## src/rtl/aclink_pkg.sv

```systemverilog
package aclink_pkg;

    typedef enum logic [1:0] {
        RES_W16  = 2'd0,
        RES_W18  = 2'd1,
        RES_W20  = 2'd2,
        RES_W20X = 2'd3
    } res_e;

    localparam int RES_LO_BITS  = 16;
    localparam int RES_MID_BITS = 18;

endpackage

```

## src/rtl/pcm_slot_masker.sv

```systemverilog
module pcm_slot_masker
    import aclink_pkg::*;
#(
    parameter int SLOT_W = 20
) (
    input  logic [SLOT_W-1:0] sample_in,
    input  logic [1:0]        res_sel,
    output logic [SLOT_W-1:0] slot_out
);
    localparam int TRAIL_LO  = SLOT_W - RES_LO_BITS;
    localparam int TRAIL_MID = SLOT_W - RES_MID_BITS;

    logic [SLOT_W-1:0] keep_mask;

    always_comb begin
        case (res_e'(res_sel))
            RES_W16: keep_mask = {SLOT_W{1'b1}} << TRAIL_LO;
            RES_W18: keep_mask = {SLOT_W{1'b1}} << TRAIL_MID;
            default: keep_mask = {SLOT_W{1'b1}};
        endcase
        slot_out = sample_in & keep_mask;
    end
endmodule

```

## src/rtl/cmd_slot_builder.sv

```systemverilog
module cmd_slot_builder #(
    parameter int SLOT_W = 20,
    parameter int ADDR_W = 7,
    parameter int DATA_W = 16
) (
    input  logic              cmd_read,
    input  logic [ADDR_W-1:0] cmd_addr,
    input  logic [DATA_W-1:0] cmd_wdata,
    output logic [SLOT_W-1:0] slot_addr,
    output logic [SLOT_W-1:0] slot_data
);
    localparam int DATA_PAD = SLOT_W - DATA_W;

    always_comb begin
        slot_addr                         = '0;
        slot_addr[SLOT_W-1]               = cmd_read;
        slot_addr[SLOT_W-2 -: ADDR_W]     = cmd_addr;
        slot_data                         = '0;
        if (!cmd_read) begin
            slot_data[SLOT_W-1 -: DATA_W] = cmd_wdata;
        end
    end

    initial begin
        assert (DATA_PAD >= 0 && ADDR_W < SLOT_W)
            else $error("command fields do not fit the slot");
    end
endmodule

```

## src/rtl/frame_assembler.sv

```systemverilog
module frame_assembler #(
    parameter int TAG_W   = 16,
    parameter int SLOT_W  = 20,
    parameter int N_SLOTS = 12,
    localparam int FRAME_W = TAG_W + N_SLOTS * SLOT_W
) (
    input  logic [N_SLOTS-1:0]        slot_vld,
    input  logic [N_SLOTS*SLOT_W-1:0] slot_flat,
    output logic [FRAME_W-1:0]        frame
);
    always_comb begin
        frame            = '0;
        frame[FRAME_W-1] = |slot_vld;
        for (int i = 0; i < N_SLOTS; i++) begin
            frame[FRAME_W-2-i] = slot_vld[i];
            if (slot_vld[i]) begin
                frame[FRAME_W-TAG_W-1-i*SLOT_W -: SLOT_W] = slot_flat[i*SLOT_W +: SLOT_W];
            end
        end
    end
endmodule

```

## src/rtl/frame_shifter.sv

```systemverilog
module frame_shifter #(
    parameter int FRAME_W = 256,
    parameter int TAG_W   = 16,
    localparam int CNT_W  = $clog2(FRAME_W)
) (
    input  logic               clk,
    input  logic               rst_n,
    input  logic [FRAME_W-1:0] frame_in,
    output logic               sync,
    output logic               sdata
);
    localparam logic [CNT_W-1:0] LAST_BIT = CNT_W'(FRAME_W - 1);
    localparam logic [CNT_W-1:0] TAG_END  = CNT_W'(TAG_W - 1);
    localparam logic [CNT_W-1:0] TAG_LEN  = CNT_W'(TAG_W);

    typedef struct packed {
        logic [CNT_W-1:0]   cnt;
        logic [FRAME_W-1:0] shreg;
        logic               sync;
        logic               sdo;
    } shift_state_t;

    shift_state_t cur_q, nxt_d;

    always_comb begin
        nxt_d = cur_q;
        if (cur_q.cnt == LAST_BIT) begin
            nxt_d.cnt   = '0;
            nxt_d.sdo   = frame_in[FRAME_W-1];
            nxt_d.shreg = {frame_in[FRAME_W-2:0], 1'b0};
            nxt_d.sync  = 1'b1;
        end else begin
            nxt_d.cnt   = cur_q.cnt + 1'b1;
            nxt_d.sdo   = cur_q.shreg[FRAME_W-1];
            nxt_d.shreg = {cur_q.shreg[FRAME_W-2:0], 1'b0};
            nxt_d.sync  = (nxt_d.cnt < TAG_LEN);
        end
    end

    always_ff @(posedge clk) begin
        if (!rst_n) begin
            cur_q.cnt   <= LAST_BIT;
            cur_q.shreg <= '0;
            cur_q.sync  <= 1'b0;
            cur_q.sdo   <= 1'b0;
        end else begin
            cur_q <= nxt_d;
        end
    end

    assign sync  = cur_q.sync;
    assign sdata = cur_q.sdo;

    AST_FRAME_OPENS: assert property (@(posedge clk) disable iff (!rst_n)
        (cur_q.cnt == LAST_BIT) |=> (sync && sdata == $past(frame_in[FRAME_W-1])));

    AST_SYNC_CLOSES: assert property (@(posedge clk) disable iff (!rst_n)
        (cur_q.cnt == TAG_END) |=> !sync);

    AST_SYNC_HOLDS: assert property (@(posedge clk) disable iff (!rst_n)
        (sync && cur_q.cnt != TAG_END) |=> sync);
endmodule

```

## src/rtl/aclink_tx_framer.sv

```systemverilog
module aclink_tx_framer #(
    parameter int TAG_W   = 16,
    parameter int SLOT_W  = 20,
    parameter int N_SLOTS = 12,
    parameter int ADDR_W  = 7,
    parameter int DATA_W  = 16
) (
    input  logic              bit_clk,
    input  logic              rst_n,
    input  logic              cmd_valid,
    input  logic              cmd_read,
    input  logic [ADDR_W-1:0] cmd_addr,
    input  logic [DATA_W-1:0] cmd_wdata,
    input  logic              pcm_valid,
    input  logic [1:0]        pcm_res,
    input  logic [SLOT_W-1:0] pcm_left,
    input  logic [SLOT_W-1:0] pcm_right,
    input  logic              ctr_valid,
    input  logic [SLOT_W-1:0] ctr_sample,
    input  logic              sur_valid,
    input  logic [SLOT_W-1:0] sur_left,
    input  logic [SLOT_W-1:0] sur_right,
    input  logic              lfe_valid,
    input  logic [SLOT_W-1:0] lfe_sample,
    output logic              sync,
    output logic              sdata_out
);
    localparam int FRAME_W = TAG_W + N_SLOTS * SLOT_W;
    localparam int N_PCM   = 6;
    localparam int PCM_SLOT_NUM [N_PCM] = '{3, 4, 6, 7, 8, 9};
    localparam int CTR_HI  = FRAME_W - TAG_W - 1 - 5 * SLOT_W;

    logic [SLOT_W-1:0]         pcm_raw [N_PCM];
    logic                      pcm_vld [N_PCM];
    logic [SLOT_W-1:0]         pcm_out [N_PCM];
    logic [SLOT_W-1:0]         cmd_addr_slot;
    logic [SLOT_W-1:0]         cmd_data_slot;
    logic [N_SLOTS-1:0]        slot_vld;
    logic [N_SLOTS*SLOT_W-1:0] slot_flat;
    logic [FRAME_W-1:0]        frame_w;

    assign pcm_raw[0] = pcm_left;   assign pcm_vld[0] = pcm_valid;
    assign pcm_raw[1] = pcm_right;  assign pcm_vld[1] = pcm_valid;
    assign pcm_raw[2] = ctr_sample; assign pcm_vld[2] = ctr_valid;
    assign pcm_raw[3] = sur_left;   assign pcm_vld[3] = sur_valid;
    assign pcm_raw[4] = sur_right;  assign pcm_vld[4] = sur_valid;
    assign pcm_raw[5] = lfe_sample; assign pcm_vld[5] = lfe_valid;

    for (genvar g = 0; g < N_PCM; g++) begin : g_pcm
        pcm_slot_masker #(.SLOT_W(SLOT_W)) u_mask (
            .sample_in (pcm_raw[g]),
            .res_sel   (pcm_res),
            .slot_out  (pcm_out[g])
        );
    end

    cmd_slot_builder #(.SLOT_W(SLOT_W), .ADDR_W(ADDR_W), .DATA_W(DATA_W)) u_cmd (
        .cmd_read  (cmd_read),
        .cmd_addr  (cmd_addr),
        .cmd_wdata (cmd_wdata),
        .slot_addr (cmd_addr_slot),
        .slot_data (cmd_data_slot)
    );

    always_comb begin
        slot_vld                   = '0;
        slot_flat                  = '0;
        slot_vld[0]                = cmd_valid;
        slot_flat[0 +: SLOT_W]     = cmd_addr_slot;
        slot_vld[1]                = cmd_valid & ~cmd_read;
        slot_flat[SLOT_W +: SLOT_W] = cmd_data_slot;
        for (int g = 0; g < N_PCM; g++) begin
            slot_vld[PCM_SLOT_NUM[g]-1]                     = pcm_vld[g];
            slot_flat[(PCM_SLOT_NUM[g]-1)*SLOT_W +: SLOT_W] = pcm_out[g];
        end
    end

    frame_assembler #(.TAG_W(TAG_W), .SLOT_W(SLOT_W), .N_SLOTS(N_SLOTS)) u_asm (
        .slot_vld  (slot_vld),
        .slot_flat (slot_flat),
        .frame     (frame_w)
    );

    frame_shifter #(.FRAME_W(FRAME_W), .TAG_W(TAG_W)) u_shift (
        .clk      (bit_clk),
        .rst_n    (rst_n),
        .frame_in (frame_w),
        .sync     (sync),
        .sdata    (sdata_out)
    );

    AST_READ_CLEARS_DATA: assert property (@(posedge bit_clk) disable iff (!rst_n)
        (cmd_valid && cmd_read) |-> (cmd_data_slot == '0));

    AST_RES16_TRAIL_ZERO: assert property (@(posedge bit_clk) disable iff (!rst_n)
        (pcm_res == 2'd0) |-> (pcm_out[0][3:0] == 4'h0 && pcm_out[1][3:0] == 4'h0));

    AST_IDLE_CTR_ZERO: assert property (@(posedge bit_clk) disable iff (!rst_n)
        (!ctr_valid) |-> (frame_w[CTR_HI -: SLOT_W] == '0));
endmodule

```

## config.mk

```make
export PLATFORM = sky130hd
export DESIGN_NAME = aclink_tx_framer
export DESIGN_NICKNAME = d
export VERILOG_FILES = /design/src/rtl/aclink_pkg.sv /design/src/rtl/pcm_slot_masker.sv /design/src/rtl/cmd_slot_builder.sv /design/src/rtl/frame_assembler.sv /design/src/rtl/frame_shifter.sv /design/src/rtl/aclink_tx_framer.sv
export SDC_FILE = /design/constraint.sdc
export NUM_CORES = 1
export LEC_CHECK = 0
export ABC_AREA = 1
export BUFFER_PORTS_ARGS = -buffer_cell sky130_fd_sc_hd__buf_4
export CAP_MARGIN = 20
export CORE_MARGIN = 5
export CORE_UTILIZATION = 50
export DETAILED_ROUTE_END_ITERATION = 8
export GPL_ROUTABILITY_DRIVEN = 0
export PLACE_DENSITY = 0.72
export REMOVE_ABC_BUFFERS = 1
export SLEW_MARGIN = 5
export SYNTH_ARGS = -nofsm -noshare
export SYNTH_HDL_FRONTEND = slang
export SYNTH_SLANG_ARGS = --single-unit
```

## constraint.sdc

```tcl
create_clock -name bit_clk -period 1.97 [get_ports bit_clk]
set_clock_uncertainty 0.1 [all_clocks]
set_input_delay 0.197 -clock bit_clk [delete_from_list [all_inputs] [get_ports bit_clk]]
set_output_delay 0.197 -clock bit_clk [all_outputs]
set_load 0.03 [all_outputs]
```

After elaboration in Yosys (flattened, before gate mapping)
Index checks and enable logic that the tools add are counted.
{"block": "totals", "elab_cells": 32, "register_bits": 266, "input_bits": 153}
{"block": "classes", "addsub": 1, "reduce_logical": 3, "bitwise_logic": 9, "eq_ne": 2, "n_mux": 11, "order_cmp": 1}
{"op": "266-bit two-way mux", "count": 1}
{"op": "20-bit two-way mux", "count": 8}
{"op": "20-bit AND", "count": 6}
{"op": "16-bit two-way mux", "count": 1}
{"op": "8-bit by 1-bit adder with 8-bit output, second input constant", "count": 1}
{"op": "8-bit == test, second input constant", "count": 1}
{"op": "8-bit by 5-bit less-than comparator with 1-bit output, second input constant", "count": 1}
{"op": "4-bit one-hot mux with 2 select lines", "count": 1}
{"op": "6-bit OR reduction", "count": 1}
{"op": "2-bit by 1-bit == test with 1-bit output, second input constant", "count": 1}
{"op": "2-bit logical NOT", "count": 1}
{"op": "1-bit inverter", "count": 2}
{"op": "2-bit OR reduction", "count": 1}
{"op": "1-bit AND", "count": 1}

Logic depth before layout (Yosys ltp)
{"block": "depth", "word_depth": 5, "mapped_depth": 10, "mapped_depth_nobuf": 9}

Modules after synthesis
From an unflattened synthesis, not the netlist that was laid out.
{"block": "hier_totals", "hier_cells": 1903, "hier_area_um2": 12620.9}
{"module": "frame_shifter", "area_per_inst_um2": 9203.8, "cells_per_inst": 1160, "seq_area_each_um2": 5305.1, "n_inst": 1}
{"module": "frame_assembler", "area_per_inst_um2": 2142.1, "cells_per_inst": 531, "seq_area_each_um2": 0.0, "n_inst": 1}
{"module": "pcm_slot_masker", "area_per_inst_um2": 153.9, "cells_per_inst": 25, "seq_area_each_um2": 0.0, "n_inst": 6}
{"module": "cmd_slot_builder", "area_per_inst_um2": 337.8, "cells_per_inst": 59, "seq_area_each_um2": 0.0, "n_inst": 1}
{"module": "aclink_tx_framer", "area_per_inst_um2": 13.8, "cells_per_inst": 3, "seq_area_each_um2": 0.0, "n_inst": 1}

Worst setup path before layout
Ideal clock, no wire load.
{"block": "synth_path", "path_kind": "register to register", "from": "register u_shift.cur_q[258] in the netlist's numbering", "to": "register u_shift.cur_q[175] in the netlist's numbering", "arrival_ns": 1.425, "synth_period_minus_slack_ns": 1.595, "slack_ns": 0.375, "n_path_buf": 2, "setup_time_ns": 0.070, "t_required_ns": 1.800, "stages_incl_launch_ff": 11, "path_cell_list": "dfxtp_1 ha_1 nand2_1 inv_2 nand3_4 inv_4 nor2_4 buf_6 buf_2 nand2_1 o21ai_1"}
{"block": "synth_between", "elab_chain_len": 2}
{"item": "from (decl)", "line_no": "frame_shifter.sv:23", "rtl": "shift_state_t cur_q, nxt_d;"}
{"item": "from (signal assigned)", "line_no": "frame_shifter.sv:47", "rtl": "cur_q <= nxt_d;"}
{"item": "8-bit == test", "line_no": "frame_shifter.sv:27", "rtl": "if (cur_q.cnt == LAST_BIT) begin"}
{"item": "266-bit two-way mux", "line_no": "frame_shifter.sv:27"}
No other way between the ends.
A chain may end at the register's enable or synchronous reset.

Worst setup path after layout
{"block": "layout_path", "from": "register u_shift.cur_q[259] in the netlist's numbering", "to": "register u_shift.cur_q[193] in the netlist's numbering"}
The elaborated chain is that of the path after synthesis.

==> impl_metrics.json <==
{
  "synth_compound_gate_area_share_pct": 8.86,
  "async_flop_share_pct": 0,
  "placeableCoreArea_um2": 13300,
  "synth_most_common_cell": "nand2_1",
  "antenna_found_initial": 0,
  "fin_crit_sh_pct": 95.7,
  "synth_fa_ha_area_share_pct": 0.184,
  "fin_crit_ps": 1880,
  "setup.worst_path.end_class": "flop",
  "ioPinCount": 155,
  "ant_nets": 0,
  "stdcell_count": 1355,
  "dieArea_um2": 16000,
  "clk_pin_slew_ps": 60,
  "p_per_area_nw_per_um2": 1020,
  "maxCapViolations": 0,
  "layout.nets": 1318,
  "netlist_top_cells_area": "dfxtp_1, nand2_1, inv_1",
  "p_int_mw": 8.00,
  "synth_area_um2": 6810,
  "synth-main-ff-cell": "dfxtp_1",
  "crit_top_cell": "nand2_1",
  "dr_wl_met3_um": 1340,
  "cp_data_arrival_time_ps": 2130,
  "final_area_um2": 10600,
  "synth_top_cell_area_share_pct": 60.3,
  "start_util_pct": 51.2,
  "fmax_ghz": 0.531,
  "yosysWarnings": 0,
  "final_hold_viol_count": 0,
  "syn_inst": 843,
  "worstMarginPinSlew_ps": 392,
  "p_clk_share_pct": 37.1,
  "first_iter_violations": 314,
  "yosys-top-cells-count": "nand2_1, dfxtp_1, inv_1",
  "startpoint_type": "flop",
  "cts_buffers": 21,
  "path_buf_inv": 4,
  "ys_seq_area_share_pct": 60.3,
  "vias": 6395,
  "peakVddDrop_mv": 0.827,
  "crit_type": "reg2reg",
  "cp_slowest_stage_delay_ps": 360,
  "path_cells": "ha_2 > nand2_1 > inv_2 > nand3_4 > inv_6 > nor2_4 > buf_12 > buf_4 > nand2_1 > o21ai_0",
  "synth-xor-area-share_pct": 0.129,
  "p_sw_mw": 2.83,
  "dp_hpwl_um": 9320,
  "cp.required_ps": 2210,
  "rows": 42,
  "nFillCells": 760,
  "power.leakage_nw": 4.91,
  "synthSimpleGateAreaFrac_pct": 20.0,
  "syn2layout_area_growth_pct": 56.0,
  "synthMuxAreaShare_pct": 0,
  "drtPass1Iterations": 5,
  "grt-ovfl-total": 0,
  "final.setup.worst_slack_ps": 85.6,
  "placed_cell_area_um2": 8250,
  "clk_latency_ps": 490,
  "combPwrFrac_pct": 19.1,
  "crit_fanout": 18,
  "grt_pass1_vias": 6684,
  "htree_num_levels": 1,
  "ys_seq_elements": 205,
  "track_usage_pct": 23.3,
  "synth_top_family_by_area": "simple AND/OR/NAND/NOR gates",
  "yosysUniqueCellTypes": 23,
  "critPathSlowestCell": "dfxtp_1",
  "pre_cts_slack_ps": 134,
  "tritoncts": "built",
  "drc_errors": 0,
  "grt_pass1_wl_um": 31100,
  "die_h_um": 127,
  "synth-edff-count": 0,
  "slew_headroom_pct": 73.9,
  "syn_area_per_cell_um2": 8.08,
  "fp.dieW_um": 127,
  "hold_path.class": "in2reg",
  "tns_ps": 0,
  "vias_per_cell": 4.72,
  "timing.hold.ws_ps": 91.0,
  "crit_family": "buffers and inverters",
  "grt_start_max_net_pins": 43,
  "drt-total-wl_um": 19300,
  "n_antenna_cell": 0,
  "drv_slew": 0,
  "yosysTopAreaCell": "dfxtp_1",
  "placed_cells": 1154,
  "top_layer": "met4",
  "seq_power_share_pct": 43.8,
  "p_sw_share_pct": 26.1,
  "wl_per_cell_um": 14.3,
  "root_buffer": "clkbuf_16",
  "status": "finished clean",
  "drt-met1-wl_um": 7630,
  "io_buffers": 154,
  "route.met2.wl_um": 9630,
  "layout-drive-gt1-share_pct": 19.3,
  "clockBufferDepth": 3,
  "cts_sinks": 205,
  "setup_violations": 0
}
==> layout make-up <==
cell class                 count  area (um2)  area share [%]
multi-input combinational    458        1990            18.8
sequential                   205        4110            38.7
timing repair buffer         336        3060            28.8
clock inverter                11         139            1.31
inverter                     142         538            5.07
tap                          176         220            2.07
clock buffer                  27         568            5.35
==> worst register-to-register path, delay by kind of cell, from the launching register on <==
kind | cells | cell delay [ps]
buf+inv | 4 | 580
simple gates | 4 | 390
flops | 1 | 360
fa+ha+maj | 1 | 210
compound gates | 1 | 120
==> worst paths after layout <==
kind | start | cells past startpoint | end | slack (ps)
setup / recovery | u_shift.cur_q[259]$_SDFF_PN1_ | 10 | u_shift.cur_q[193]$_SDFF_PN0_ | 90
hold / removal | lfe_valid | 5 | u_shift.cur_q[73]$_SDFF_PN0_ | 90
setup reg to reg | u_shift.cur_q[259]$_SDFF_PN1_ | 10 | u_shift.cur_q[193]$_SDFF_PN0_ | 90
hold reg to reg | u_shift.cur_q[246]$_SDFF_PP0_ | 2 | u_shift.cur_q[247]$_SDFF_PP0_ | 310
==> power groups by stage <==
stage / clock network (mW) / registers [mW] / logic, mW
floorplan: 0 / 4.80 / 0.877
global placement: 0 / 4.81 / 1.63
detailed placement: 0 / 4.81 / 1.64
CTS: 4.07 / 4.73 / 1.90
global route: 4.26 / 4.78 / 2.27
finish: 4.02 / 4.74 / 2.07
==> timing repair <==
action | CTS | global route
hold buffers | 159 | 0
hold endpoints to repair | 147 | 0
buffers inserted | 0 | 2
gates resized for setup | 0 | 5
endpoints found under the setup margin | 0 | 81
==> kinds of logic after synthesis <==
family,count (synthesis)
AOI/OAI and AO/OA,120
DFF,205
adders and majority gates,1
xor gates and xnor gates,1
buffers and inverters,180
and+or+nand+nor,336
==> placed cells by master (no fill, tap or decap) <==
| cell | count |
|---|---|
| nand2_1 | 250 |
| xor2_1 | 1 |
| buf_4 | 167 |
| dfxtp_1 | 204 |
| nand3_1 | 24 |
| nand2_2 | 1 |
| inv_2 | 2 |
| nand3_4 | 1 |
| nor2_1 | 51 |
| nor2_4 | 4 |
| dfxtp_2 | 1 |
| bufinv_16 | 3 |
| clkinvlp_4 | 2 |
| inv_6 | 2 |
| nor3b_1 | 1 |
| o21bai_1 | 1 |
| a21oi_1 | 2 |
| clkbuf_8 | 2 |
| dlygate4sd3_1 | 159 |
| nand3_2 | 3 |
| or2_2 | 1 |
| clkbuf_16 | 23 |
| o21ai_1 | 55 |
| clkbuf_1 | 4 |
| buf_12 | 8 |
| o21ai_2 | 1 |
| inv_1 | 139 |
| clkinv_2 | 5 |
| ha_2 | 1 |
| o21ai_0 | 61 |
==> state kept, by name (all words and copies together) (netlist names) <==
| register | count |
|---|---|
| u_shift.cur_q | 203 |
| u_shift.sdata | 1 |
| u_shift.sync | 1 |
==> through the flow <==
| step | utilization, % | power [mW] |
|---|---|---|
| detailed placement | 62.0 | 6.46 |
| global placement | 62.0 | 6.44 |
| global route | 79.9 | 11.3 |
| finish | 79.9 | 10.8 |
| CTS | 79.3 | 10.7 |
| floorplan | - | 5.68 |
==> per-layer routing <==
| metal | track usage [%] | vias up |
|---|---|---|
| li1 | - | 3172 |
| met1 | 26.6 | 2893 |
| met2 | 41.4 | 259 |
| met3 | 5.46 | 71 |
| met4 | 10.3 | 0 |
| met5 | 0 | - |
No activity file was read; power rests on OpenSTA's default activity.
